### src/rtl/tug_pkg.sv
package tug_pkg;

  // Requested step of the light for one cycle
  typedef enum logic [1:0] {
    MV_HOLD  = 2'd0,
    MV_LEFT  = 2'd1,
    MV_RIGHT = 2'd2
  } move_e;

  // Resolve the two detected presses into a single move
  function automatic move_e resolve_move(input logic pl, input logic pr);
    if (pl && !pr)      return MV_LEFT;
    else if (pr && !pl) return MV_RIGHT;
    else                return MV_HOLD;
  endfunction

endpackage

### src/rtl/tug_rise_pulse.sv
// One-cycle pulse on each 0->1 transition of every input lane.
module tug_rise_pulse #(
  parameter int LANES = 2
) (
  input  logic             clk,
  input  logic             rst,
  input  logic [LANES-1:0] raw,
  output logic [LANES-1:0] pulse
);

  for (genvar g = 0; g < LANES; g++) begin : g_lane
    logic last_q;
    logic pulse_q;

    always_ff @(posedge clk) begin
      if (rst) begin
        // Arm with the current level: a button held through reset gives no edge
        last_q  <= raw[g];
        pulse_q <= 1'b0;
      end else begin
        last_q  <= raw[g];
        pulse_q <= raw[g] & ~last_q;
      end
    end

    assign pulse[g] = pulse_q;
  end

endmodule

### src/rtl/tug_pos_fsm.sv
// Light position register; the ends are terminal until reset.
module tug_pos_fsm
  import tug_pkg::*;
#(
  parameter int N_LED = 7,
  localparam int POS_W = $clog2(N_LED),
  localparam int MID   = (N_LED - 1) / 2
) (
  input  logic             clk,
  input  logic             rst,
  input  logic             pulse_l,
  input  logic             pulse_r,
  output logic [POS_W-1:0] pos
);

  localparam logic [POS_W-1:0] POS_MID  = POS_W'(MID);
  localparam logic [POS_W-1:0] POS_LEFT = POS_W'(N_LED - 1);
  localparam logic [POS_W-1:0] POS_RGHT = '0;

  logic [POS_W-1:0] pos_q, pos_d;
  logic             at_end;
  move_e            mv;

  assign at_end = (pos_q == POS_LEFT) || (pos_q == POS_RGHT);
  assign mv     = resolve_move(pulse_l, pulse_r);

  always_comb begin
    pos_d = pos_q;
    if (!at_end) begin
      unique case (mv)
        MV_LEFT:  pos_d = pos_q + 1'b1;
        MV_RIGHT: pos_d = pos_q - 1'b1;
        default:  pos_d = pos_q;
      endcase
    end
  end

  always_ff @(posedge clk) begin
    if (rst) pos_q <= POS_MID;
    else     pos_q <= pos_d;
  end

  assign pos = pos_q;

endmodule

### src/rtl/tug_led_out.sv
// Registered one-hot decode of the position plus the win flags.
module tug_led_out #(
  parameter int N_LED = 7,
  localparam int POS_W = $clog2(N_LED),
  localparam int MID   = (N_LED - 1) / 2
) (
  input  logic             clk,
  input  logic             rst,
  input  logic [POS_W-1:0] pos,
  output logic [N_LED-1:0] led,
  output logic             win_l,
  output logic             win_r
);

  logic [N_LED-1:0] led_d, led_q;
  logic             wl_q, wr_q;

  for (genvar i = 0; i < N_LED; i++) begin : g_dec
    assign led_d[i] = (pos == POS_W'(i));
  end

  always_ff @(posedge clk) begin
    if (rst) begin
      led_q <= N_LED'(1) << MID;
      wl_q  <= 1'b0;
      wr_q  <= 1'b0;
    end else begin
      led_q <= led_d;
      wl_q  <= led_d[N_LED-1];
      wr_q  <= led_d[0];
    end
  end

  assign led   = led_q;
  assign win_l = wl_q;
  assign win_r = wr_q;

endmodule

### src/rtl/tug_game.sv
module tug_game #(
  parameter int N_LED = 7
) (
  input  logic             clk,
  input  logic             rst,
  input  logic             btn_left,
  input  logic             btn_right,
  output logic [N_LED-1:0] led,
  output logic             win_left,
  output logic             win_right
);

  localparam int POS_W = $clog2(N_LED);

  logic [1:0]       pulse_vec;   // [1] = left, [0] = right
  logic [POS_W-1:0] pos_q;

  tug_rise_pulse #(.LANES(2)) u_edge (
    .clk   (clk),
    .rst   (rst),
    .raw   ({btn_left, btn_right}),
    .pulse (pulse_vec)
  );

  tug_pos_fsm #(.N_LED(N_LED)) u_fsm (
    .clk     (clk),
    .rst     (rst),
    .pulse_l (pulse_vec[1]),
    .pulse_r (pulse_vec[0]),
    .pos     (pos_q)
  );

  tug_led_out #(.N_LED(N_LED)) u_out (
    .clk   (clk),
    .rst   (rst),
    .pos   (pos_q),
    .led   (led),
    .win_l (win_left),
    .win_r (win_right)
  );

endmodule

### config.mk
export PLATFORM = sky130hd
export DESIGN_NAME = tug_game
export DESIGN_NICKNAME = d
export VERILOG_FILES = /design/src/rtl/tug_pkg.sv /design/src/rtl/tug_rise_pulse.sv /design/src/rtl/tug_pos_fsm.sv /design/src/rtl/tug_led_out.sv /design/src/rtl/tug_game.sv
export SDC_FILE = /design/constraint.sdc
export NUM_CORES = 1
export LEC_CHECK = 0
export ABC_AREA = 1
export BUFFER_PORTS_ARGS = -buffer_cell sky130_fd_sc_hd__buf_2
export CORE_MARGIN = 3
export CORE_UTILIZATION = 41
export DETAILED_ROUTE_END_ITERATION = 6
export SYNTH_ARGS = -nofsm -noshare
export SYNTH_HDL_FRONTEND = slang
export SYNTH_SLANG_ARGS = --single-unit
### constraint.sdc
create_clock -name clk -period 1.44 [get_ports clk]
set_clock_uncertainty 0.1 [all_clocks]
set_input_delay 0.36 -clock clk [delete_from_list [all_inputs] [get_ports clk]]
set_output_delay 0.36 -clock clk [all_outputs]
set_load 0.02 [all_outputs]
Word level (Yosys, flattened, before mapping):

Index checks and enable logic that the tools add are counted.

* bits in registers: 16

* add/sub/neg operators: 2
* equal/unequal tests: 8
* muxes and demuxes: 3
* bitwise operators: 5
* reductions and logical operators: 8

Operators with widths (count)
* == test 3 bit, second input constant: 3
* == test 3 x 2 -> 1 bit, second input constant: 2
* case mux 3 bit (2 select lines): 1
* 2-to-1 mux 2 bit: 2
* adder 3 x 1 -> 3 bit, second input constant: 1
* == test 3 x 1 -> 1 bit, second input constant: 1
* logical NOT 3 bit: 1
* inverter 1 bit: 3
* subtractor 3 x 1 -> 3 bit, second input constant: 1
* bitwise AND 1 bit: 2
* == test 2 x 1 -> 1 bit, second input constant: 1
* == test 2 bit, second input constant: 1
* logical AND 1 bit: 2
* logical NOT 1 bit: 2
* AND reduction 2 bit: 1
* nonzero test 2 bit: 1
* logical OR 1 bit: 1

Depth between registers and ports, before layout:

Gate-level depths: netlist of run 1.

* depth after elaboration: 7
* gate-level depth with buffers: 7
* gate-level depth less buffers: 7

Hierarchy:

Synthesis of run 1 repeated with hierarchy kept, for this count alone.

* cell total of the unflattened synthesis: 68
* area, all modules: 549.3 µm²

Modules (own cells, without submodules)
* tug_led_out: instances 1, cells an instance 26, area each 220.2 µm²
* tug_pos_fsm: instances 1, cells an instance 31, area each 210.2 µm²
* tug_rise_pulse: instances 1, cells an instance 11, area each 118.9 µm²

Worst setup path before layout of run 1:

No wires, ideal clock.

* path type: register -> register
* start point: register u_fsm.pos_q[0], in the netlist u_fsm.pos[0]
* end point: register u_fsm.pos_q[1], in the netlist u_fsm.pos[1]
* arrival: 0.987 ns
* data required time: 1.218 ns
* path slack: 0.232 ns
* stages on the path, launching flop included: 6
* path buffers: 0
* period minus slack after synthesis: 1.208 ns
* cells stage by stage: dfxtp_1 -> inv_1 -> ha_1 -> xor2_1 -> nand2_1 -> nand3_1

* word-level cells in the longest chain between the ends: 4
* elaborated cells between the ends (all ways): 8

RTL lines
* from (decl): line tug_pos_fsm.sv:20 `logic [POS_W-1:0] pos_q, pos_d;`
* from (signal assigned): line tug_pos_fsm.sv:40 `else pos_q <= pos_d;`
* parallel branches: the longest is 4 deep, another holds subtractor 3 x 1 -> 3 bit

Several ways; the timed one is not identified.
A chain may end at the register's enable or synchronous reset.

Final worst setup path of run 1:

* start point: register u_fsm.pos_q[0], in the netlist u_fsm.pos[0]
* end point: register u_fsm.pos_q[2], in the netlist u_fsm.pos[2]

Same word-level chain as after synthesis.

==> impl_metrics.toml, run 1 <==
[hold_path]
hold_end = "u_edge.g_lane[1].last_q"
holdPathStages = 1
worstHoldStart = "btn_left"
min_path_type = "in2reg"

[die]
row_count = 12
coreArea_um2 = 1201
die_h_um = 43.22
start_util = 0.4729
ios = 13
dieArea_um2 = 1868
die_w_um = 43.22

[placement]
hpwl_um = 660.3
portBuffers = 12
place_congestion = 0.7233

[routing]
dr.pass1.iters = 3
drtIter0Drc = 2
vias = 425
routed_wl_um = 835
remaining_drc_errors = 0
ant_nets = 0
avgRoutedWirePerCell_um = 8.883
viasPerCell = 4.521

[synth]
yosys-top-cells-area = "dfxtp_1 (49%), ha_1 (15%), nand2_1 (8.6%)"
seq_area_frac_synth = 0.4934
ys_ff_latch = 14
netlist_instances = 66
yosysTopAreaCellShare = 0.4934
avgSynthCellArea_um2 = 8.607
yosysWarnings = 0
synth_area_um2 = 568.0
synth_top_area_cell = "dfxtp_1"
yosysUniqueCellTypes = 14
synth_fp_nets = 77

[clock_network]
root_buffer = "clkbuf_4"
numClockSinks = 14
postCtsSetupBuffers = 0
clk_pin_slew_ps = 90
htree_levels = 1
tritoncts = "built"
insertion_delay_ps = 280
clock_path_buffers = 2
numCtsBuffers = 3

[cells_and_area]
syn_to_final_growth_pct = 18.06
nNetsFinal = 92
n_antenna_cell = 0
drive_above_1_share = 0.2625
num-fill-cells = 124
multi_input_area_um2 = 230.2
seqCellArea_um2 = 281.5

[global_routing]
grt_pass1_wl_um = 1497
antenna_found_initial = 0
grt_overflow = 0
grt_max_degree = 9
grt_usage = 0.1125
grt_pass1_vias = 358

[timing]
worst_pin_slew_ps = 164.4
slew_violations = 0
fmax_mhz = 790.8
setup_viol = 0
slew_headroom = 0.8903
min_period_ps = 1265
tns_ps = 0
hold_violations = 0
fin_crit_sh = 0.8782
rsz0062_at_grt = "no"

[worst_setup_path]
critPathCaptureType = "flip-flop"
critPathLaunchType = "flip-flop"
slowest_delay_ps = 340
rrSetupSlack_ps = 180
path_max_fanout = 4
crit_required_ps = 1570
cp_top_family = "adder cells"
timing.rr.end = "u_fsm.pos[2]"
crit_type = "reg2reg"
cpMostUsedCell = "ha_1"
r2r-start = "u_fsm.pos[0]"
cp_data_arrival_time_ps = 1400
slowest_stage = "dfxtp_2"
r2r_cells = 5
cp_num_buf_inv = 0
crit_chain = "ha_1 -> ha_1 -> a21oi_1 -> nand3_1 -> nand2_1"

[power_and_ir_drop]
irDropWorstVdd_v = 0.0006007
p_leak_nw = 0.3585
total_power_uw = 810.6
power.density_nw_per_um2 = 1209

[flow_run]
maxCapViolCount = 0

[status]
status = "completed"
per-layer routing:
| layer | routed length (µm) | vias up | global-route usage | part of all wire |
|---|---|---|---|---|
| met5 | 0 | - | 0 | 0 |
| met4 | 35 | 0 | 0.09036 | 0.042 |
| met3 | 62 | 5 | 0.05508 | 0.074 |
| met2 | 331 | 12 | 0.1386 | 0.40 |
| met1 | 406 | 181 | 0.1425 | 0.49 |
| li1 | - | 227 | - | - |
worst max-delay path by stage:
stage	endpoint	slack, ps	start	depth (start not counted)
final	u_fsm.pos[2]	180	u_fsm.pos[0]	5
after global routing	u_fsm.pos[2]	30	u_fsm.pos[0]	7
after CTS	u_fsm.pos[1]	130	u_fsm.pos[0]	7
after detailed placement	u_fsm.pos[2]	150	u_fsm.pos[0]	7
after global placement	u_fsm.pos[1]	170	u_fsm.pos[0]	5
after floorplan	u_fsm.pos[1]	230	u_fsm.pos[0]	5
cell usage after synthesis:
| cell | n |
|---|---|
| dfxtp_1 | 14 |
| nand2_1 | 13 |
| inv_1 | 9 |
| ha_1 | 7 |
| nand3_1 | 6 |
| nor2_1 | 6 |
| nor3_1 | 3 |
| buf_4 | 2 |
| a21oi_1 | 1 |
| clkbuf_2 | 1 |
| inv_2 | 1 |
| nor2_2 | 1 |
| or2_2 | 1 |
| xor2_1 | 1 |
registers in the layout, indices dropped and copies added, names as in the netlist:
signal,cells
u_out.win_l,1
u_edge.g_lane.pulse_q,2
u_edge.g_lane.last_q,2
u_fsm.pos,3
u_out.led,6
per-stage QoR:
step	area, µm²	setup WS, ps	utilization	std cells	hold WS (ps)
floorplan	568.0	231.5	-	66	266.9
global placement	633.1	173.1	0.5271	90	270.0
detailed placement	633.1	150.9	0.5271	90	271.8
CTS	669.4	126.7	0.5573	94	86.10
global route	670.6	26.58	0.5583	94	74.85
finish	670.6	175.4	0.5583	94	90.78
cells by family after synthesis:
group | Yosys count | synth area share
AO/OA/AOI/OAI | 1 | 0.008802
XOR/XNOR | 1 | 0.01542
AND/OR/NAND/NOR | 30 | 0.2269
buffers and inverters | 13 | 0.1013
flip-flops | 14 | 0.4934
adder cells (fa/ha/maj) | 7 | 0.1542
power breakdown:
group / internal (mW) / total (mW) / switching (mW)
clock: 0.154 / 0.283 / 0.129
sequential: 0.409 / 0.419 / 0.00982
combinational: 0.0427 / 0.109 / 0.0659
total: 0.606 / 0.811 / 0.205
timing repair:
action,in CTS,in global routing
resized for setup,0,1
endpoints found under the setup margin,0,3
hold buffers,0,0
layout by cell type (no fill, tap or decap):
| master | instances |
|---|---|
| nand2_1 | 13 |
| dfxtp_1 | 13 |
| buf_2 | 12 |
| inv_1 | 9 |
| ha_1 | 7 |
| nor2_1 | 6 |
| nand3_1 | 6 |
| nor3_1 | 3 |
| clkbuf_4 | 3 |
| inv_2 | 1 |
| xor2_1 | 1 |
| nor2_2 | 1 |
| or2_2 | 1 |
| a21oi_1 | 1 |
| clkbuf_8 | 1 |
| buf_4 | 1 |
| dfxtp_2 | 1 |
area by class of cell:
cell class | instances | share of cell area
multi-input combinational | 39 | 0.3433
tap | 14 | 0.02612
sequential | 14 | 0.4198
clock buffer | 4 | 0.05410
inverter | 10 | 0.05597
timing repair buffer | 13 | 0.1007
Note: power is estimated with default switching activity, not from simulation.
==> run 2: changes to the inputs <==
--- a/config.mk
+++ b/config.mk
@@ -6,7 +6,7 @@
 export NUM_CORES = 1
 export LEC_CHECK = 0
 export ABC_AREA = 1
-export BUFFER_PORTS_ARGS = -buffer_cell sky130_fd_sc_hd__buf_2
+export BUFFER_PORTS_ARGS = -buffer_cell sky130_fd_sc_hd__clkbuf_2
 export CORE_MARGIN = 3
 export CORE_UTILIZATION = 41
 export DETAILED_ROUTE_END_ITERATION = 6
==> run 2 against run 1 <==
First-iteration DRC count rose to 4.0 times the previous value. Power down 0.69%. Flip-flop and latch count unchanged. Sequential share of layout area unchanged. Count of clock-buffer cells in the layout unchanged. Largest power group unchanged.
==> impl_metrics.toml, run 2 (synthesized netlist as in run 1, its figures left out) <==
[timing]
tns_ps = 0
holdWs_ps = 95.96
hold_violations = 0
fmax_mhz = 780.4
min_period_ps = 1281
worst_pin_slew_ps = 159.7
rsz0062_at_grt = "no"
setup_viol = 0
fin_ws_ps = 158.6
slew_headroom = 0.8934
fin_crit_sh = 0.8899
slew_violations = 0

[power_and_ir_drop]
irDropWorstVdd_v = 0.0006291
power.density_nw_per_um2 = 1200
p_leak_nw = 0.3529

[clock_network]
insertion_delay_ps = 280
numClockSinks = 14
numCtsBuffers = 3
clock_path_buffers = 2
root_buffer = "clkbuf_4"
htree_levels = 1
hold_buffers = 0
tritoncts = "built"
postCtsSetupBuffers = 0
cts_resized = 0
clk_pin_slew_ps = 80

[cells_and_area]
num-fill-cells = 108
post-route-util = 0.5583
design_area_um2 = 670.6
multi_input_area_um2 = 230.2
drive_above_1_share = 0.2625
layout_common_cells = "nand2_1 (13), dfxtp_1 (13), clkbuf_2 (12), inv_1 (9), ha_1 (7)"
syn_to_final_growth_pct = 18.06
largest_reg_flops = 6
n_antenna_cell = 0
nNetsFinal = 92
seqCellArea_um2 = 281.5

[routing]
remaining_drc_errors = 0
vias = 404
avgRoutedWirePerCell_um = 8.766
ant_nets = 0
routed_wl_um = 824
viasPerCell = 4.298
drtIter0Drc = 8
dr.pass1.iters = 4

[placement]
post-place-ws_ps = 142.9
place_congestion = 0.7225
placed_cell_area_um2 = 633.1
portBuffers = 12
hpwl_um = 648.4

[global_routing]
antenna_found_initial = 0
grt_usage = 0.1006
grt_pass1_vias = 345
grt_pass1_wl_um = 1407
grt_max_degree = 9
grt_overflow = 0

[worst_setup_path]
critPathLaunchType = "flip-flop"
r2r_cells = 5
crit_type = "reg2reg"
path_max_fanout = 4
critPathCaptureType = "flip-flop"
crit_required_ps = 1570
cp_data_arrival_time_ps = 1410

[flow_run]
maxCapViolCount = 0

[die]
start_util = 0.4729
coreArea_um2 = 1201
die_w_um = 43.22
ios = 13
row_count = 12
dieArea_um2 = 1868
die_h_um = 43.22

[hold_path]
holdPathStages = 1
min_path_type = "in2reg"

[status]
status = "completed"
-- run 2: changes by cell type in the layout (fill, tap and decap cells not counted) --
| cell | change |
|---|---|
| buf_2 | -12 |
| clkbuf_2 | +12 |
-- run 2: layer usage --
layer  track usage  routed length (µm)
met1        0.1429                 413
met4       0.03614                  12
met5             0                   0
met3       0.03814                  54
met2        0.1357                 343
-- run 2: where the power goes --
part | switching [mW] | total (mW) | internal (mW) | leakage (nW)
combinational | 0.0662 | 0.109 | 0.0423 | 0.217
clock | 0.123 | 0.277 | 0.154 | 0.0210
sequential | 0.0103 | 0.419 | 0.409 | 0.115
-- run 2: final cells by class --
class	count	area share
Clock buffer	4	0.05410
Inverter	10	0.05597
Multi-Input combinational cell	39	0.3433
Sequential cell	14	0.4198
Tap cell	14	0.02612
Timing Repair Buffer	13	0.1007
-- run 2: critical path, stage by stage, from the launching register on --
cell	delay, ps
dfxtp_2	340
ha_1	210
ha_1	270
a21oi_1	170
nand3_1	90
nand2_1	50
-- run 2: final timing paths --
check                              to  slack (ps)               startpoint
max                      u_fsm.pos[2]         160             u_fsm.pos[0]
min           u_edge.g_lane[1].last_q         100                 btn_left
max reg2reg              u_fsm.pos[2]         160             u_fsm.pos[0]
min reg2reg  u_edge.g_lane[0].pulse_q         280  u_edge.g_lane[0].last_q
-- run 2: stage by stage --
| step | cells | total power, mW |
|---|---|---|
| after detailed placement | 90 | 0.5364 |
| after floorplan | 66 | 0.5066 |
| final | 94 | 0.8050 |
| after global routing | 94 | 0.8501 |
| after CTS | 94 | 0.8157 |
| after global placement | 90 | 0.5368 |
==> run 3: changes to the inputs <==
--- a/config.mk
+++ b/config.mk
@@ -7,9 +7,10 @@
 export LEC_CHECK = 0
 export ABC_AREA = 1
 export BUFFER_PORTS_ARGS = -buffer_cell sky130_fd_sc_hd__clkbuf_2
-export CORE_MARGIN = 3
-export CORE_UTILIZATION = 41
+export CORE_AREA = 3 3 40 42
 export DETAILED_ROUTE_END_ITERATION = 6
+export DIE_AREA = 0 0 43 45
+export PLACE_DENSITY = 0.65
 export SYNTH_ARGS = -nofsm -noshare
 export SYNTH_HDL_FRONTEND = slang
 export SYNTH_SLANG_ARGS = --single-unit
==> run 3 against run 2 <==
Wire length is 4.2% higher. Highest routed layer unchanged. Flip-flop and latch count stayed put. Critical path depth is 2 higher. Power is 1.1% higher. Die area is 3.6% higher. Via count is 4.5% higher. First-iteration DRC count is 38% lower. Critical path type unchanged. Cell area is 0.93% higher. Maximum frequency is 0.34% higher. Combinational power hardly changed. Core utilization is 3.2 points lower. Non-clock buffer count stayed put.
==> impl_metrics.toml, run 3 (synthesized netlist as in run 1, its figures left out) <==
[status]
status = "completed"

[timing]
fmax_mhz = 783.0
slew_headroom = 0.8735
worst_pin_slew_ps = 189.1
rsz0062_at_grt = "no"
min_period_ps = 1277
hold_violations = 0
setup_viol = 0
slew_violations = 0
fin_crit_sh = 0.8869
tns_ps = 0
fin_ws_ps = 162.9

[power_and_ir_drop]
combPwrFrac = 0.135
irDropWorstVdd_v = 0.0005738
internal_power_uw = 606.1
power.switching_uw = 207.6
power.density_nw_per_um2 = 1202
p_leak_nw = 0.3536
pwr-share-seq = 0.516
sw_frac_of_total = 0.2551
power_frac_clock = 0.349

[placement]
place_congestion = 0.7579
placed_cell_area_um2 = 634.4
portBuffers = 12
post-place-ws_ps = 137.8
dpl.cell_count = 91

[clock_network]
tritoncts = "built"
htree_levels = 1
root_buffer = "clkbuf_4"
numClockSinks = 14
hold_buffers = 0
insertion_delay_ps = 280
numCtsBuffers = 3
clock_path_buffers = 2
clk_pin_slew_ps = 80

[routing]
viasPerCell = 4.442
ant_nets = 0
drtIter0Drc = 5
dr.pass1.iters = 4
vias = 422
routed_wl_um = 859
remaining_drc_errors = 0
avgRoutedWirePerCell_um = 9.042

[die]
start_util = 0.4421
die_h_um = 45
ios = 13
dieArea_um2 = 1935
coreArea_um2 = 1285
die_w_um = 43
row_count = 13

[global_routing]
grt_util_met1 = 0.1369
antenna_found_initial = 0
gr-usage-met2 = 0.1557
use_met3 = 0.05179
grt_max_degree = 9
grt_pass1_wl_um = 1538
grt_pass1_vias = 386
grt_usage = 0.1113
grt_overflow = 0
grt.busiest_layer = "met2"

[worst_setup_path]
rrSetupSlack_ps = 160
crit_required_ps = 1570
path_max_fanout = 4
cp_data_arrival_time_ps = 1410
critPathLaunchType = "flip-flop"
critPathCaptureType = "flip-flop"
crit_type = "reg2reg"

[cells_and_area]
layout_common_cells = "nand2_1 (13), dfxtp_1 (13), clkbuf_2 (12), inv_1 (9), ha_1 (7)"
nNetsFinal = 92
largest_reg_flops = 6
design_area_um2 = 676.9
final_cells = 95
n_antenna_cell = 0
num-fill-cells = 132
syn_to_final_growth_pct = 19.16
drive_above_1_share = 0.2625

[flow_run]
maxCapViolCount = 0

[hold_path]
min_path_type = "in2reg"
==> run 3: cell type report <==
type                            count  area, µm²  share of cell area
Clock buffer                        4      36.28             0.05360
Inverter                           10      37.54             0.05545
Multi-Input combinational cell     39      235.2              0.3475
Sequential cell                    14      281.5              0.4159
Tap cell                           15      18.77             0.02773
Timing Repair Buffer               13      67.56             0.09982
==> run 3: worst max-delay path: stages, from the launching register on <==
cell     delay (ps)
dfxtp_2         360
inv_1            80
ha_1            220
nand2_1         100
nand2_1         110
nor2_4          120
nand3_1          80
nand2_1          60
==> run 3: worst paths after layout <==
check / from / end / cells after the start
setup / recovery: u_fsm.pos[0] / u_fsm.pos[2] / 7
hold / removal: btn_left / u_edge.g_lane[1].last_q / 1
setup reg to reg: u_fsm.pos[0] / u_fsm.pos[2] / 7
hold reg to reg: u_edge.g_lane[0].last_q / u_edge.g_lane[0].pulse_q / 1
==> run 3: power by group through the flow <==
| stage | Combinational (mW) | Sequential [mW] | Clock, mW |
|---|---|---|---|
| CTS | 0.110 | 0.419 | 0.289 |
| finish | 0.110 | 0.420 | 0.284 |
| global route | 0.130 | 0.422 | 0.307 |
| floorplan | 0.0668 | 0.440 | 0 |
| global placement | 0.108 | 0.427 | 0 |
| detailed placement | 0.110 | 0.428 | 0 |
==> run 3: routing by layer <==
layer | wire length (µm) | vias to the layer above
li1 | - | 230
met1 | 404 | 172
met2 | 348 | 15
met3 | 80 | 5
met4 | 26 | 0
met5 | 0 | -
==> run 3: what timing repair did <==
action	in CTS	in global routing
gates resized for setup	0	2
setup endpoints to repair	0	3
setup buffers	0	0
==> run 3: stage by stage <==
step / power, mW / hold slack [ps] / util
global route: 0.8583 / 83.63 / 0.5268
floorplan: 0.5066 / 266.9 / -
finish: 0.8136 / 88.77 / 0.5268
global placement: 0.5355 / 271.2 / 0.4937
CTS: 0.8185 / 89.75 / 0.5219
detailed placement: 0.5383 / 269.4 / 0.4937
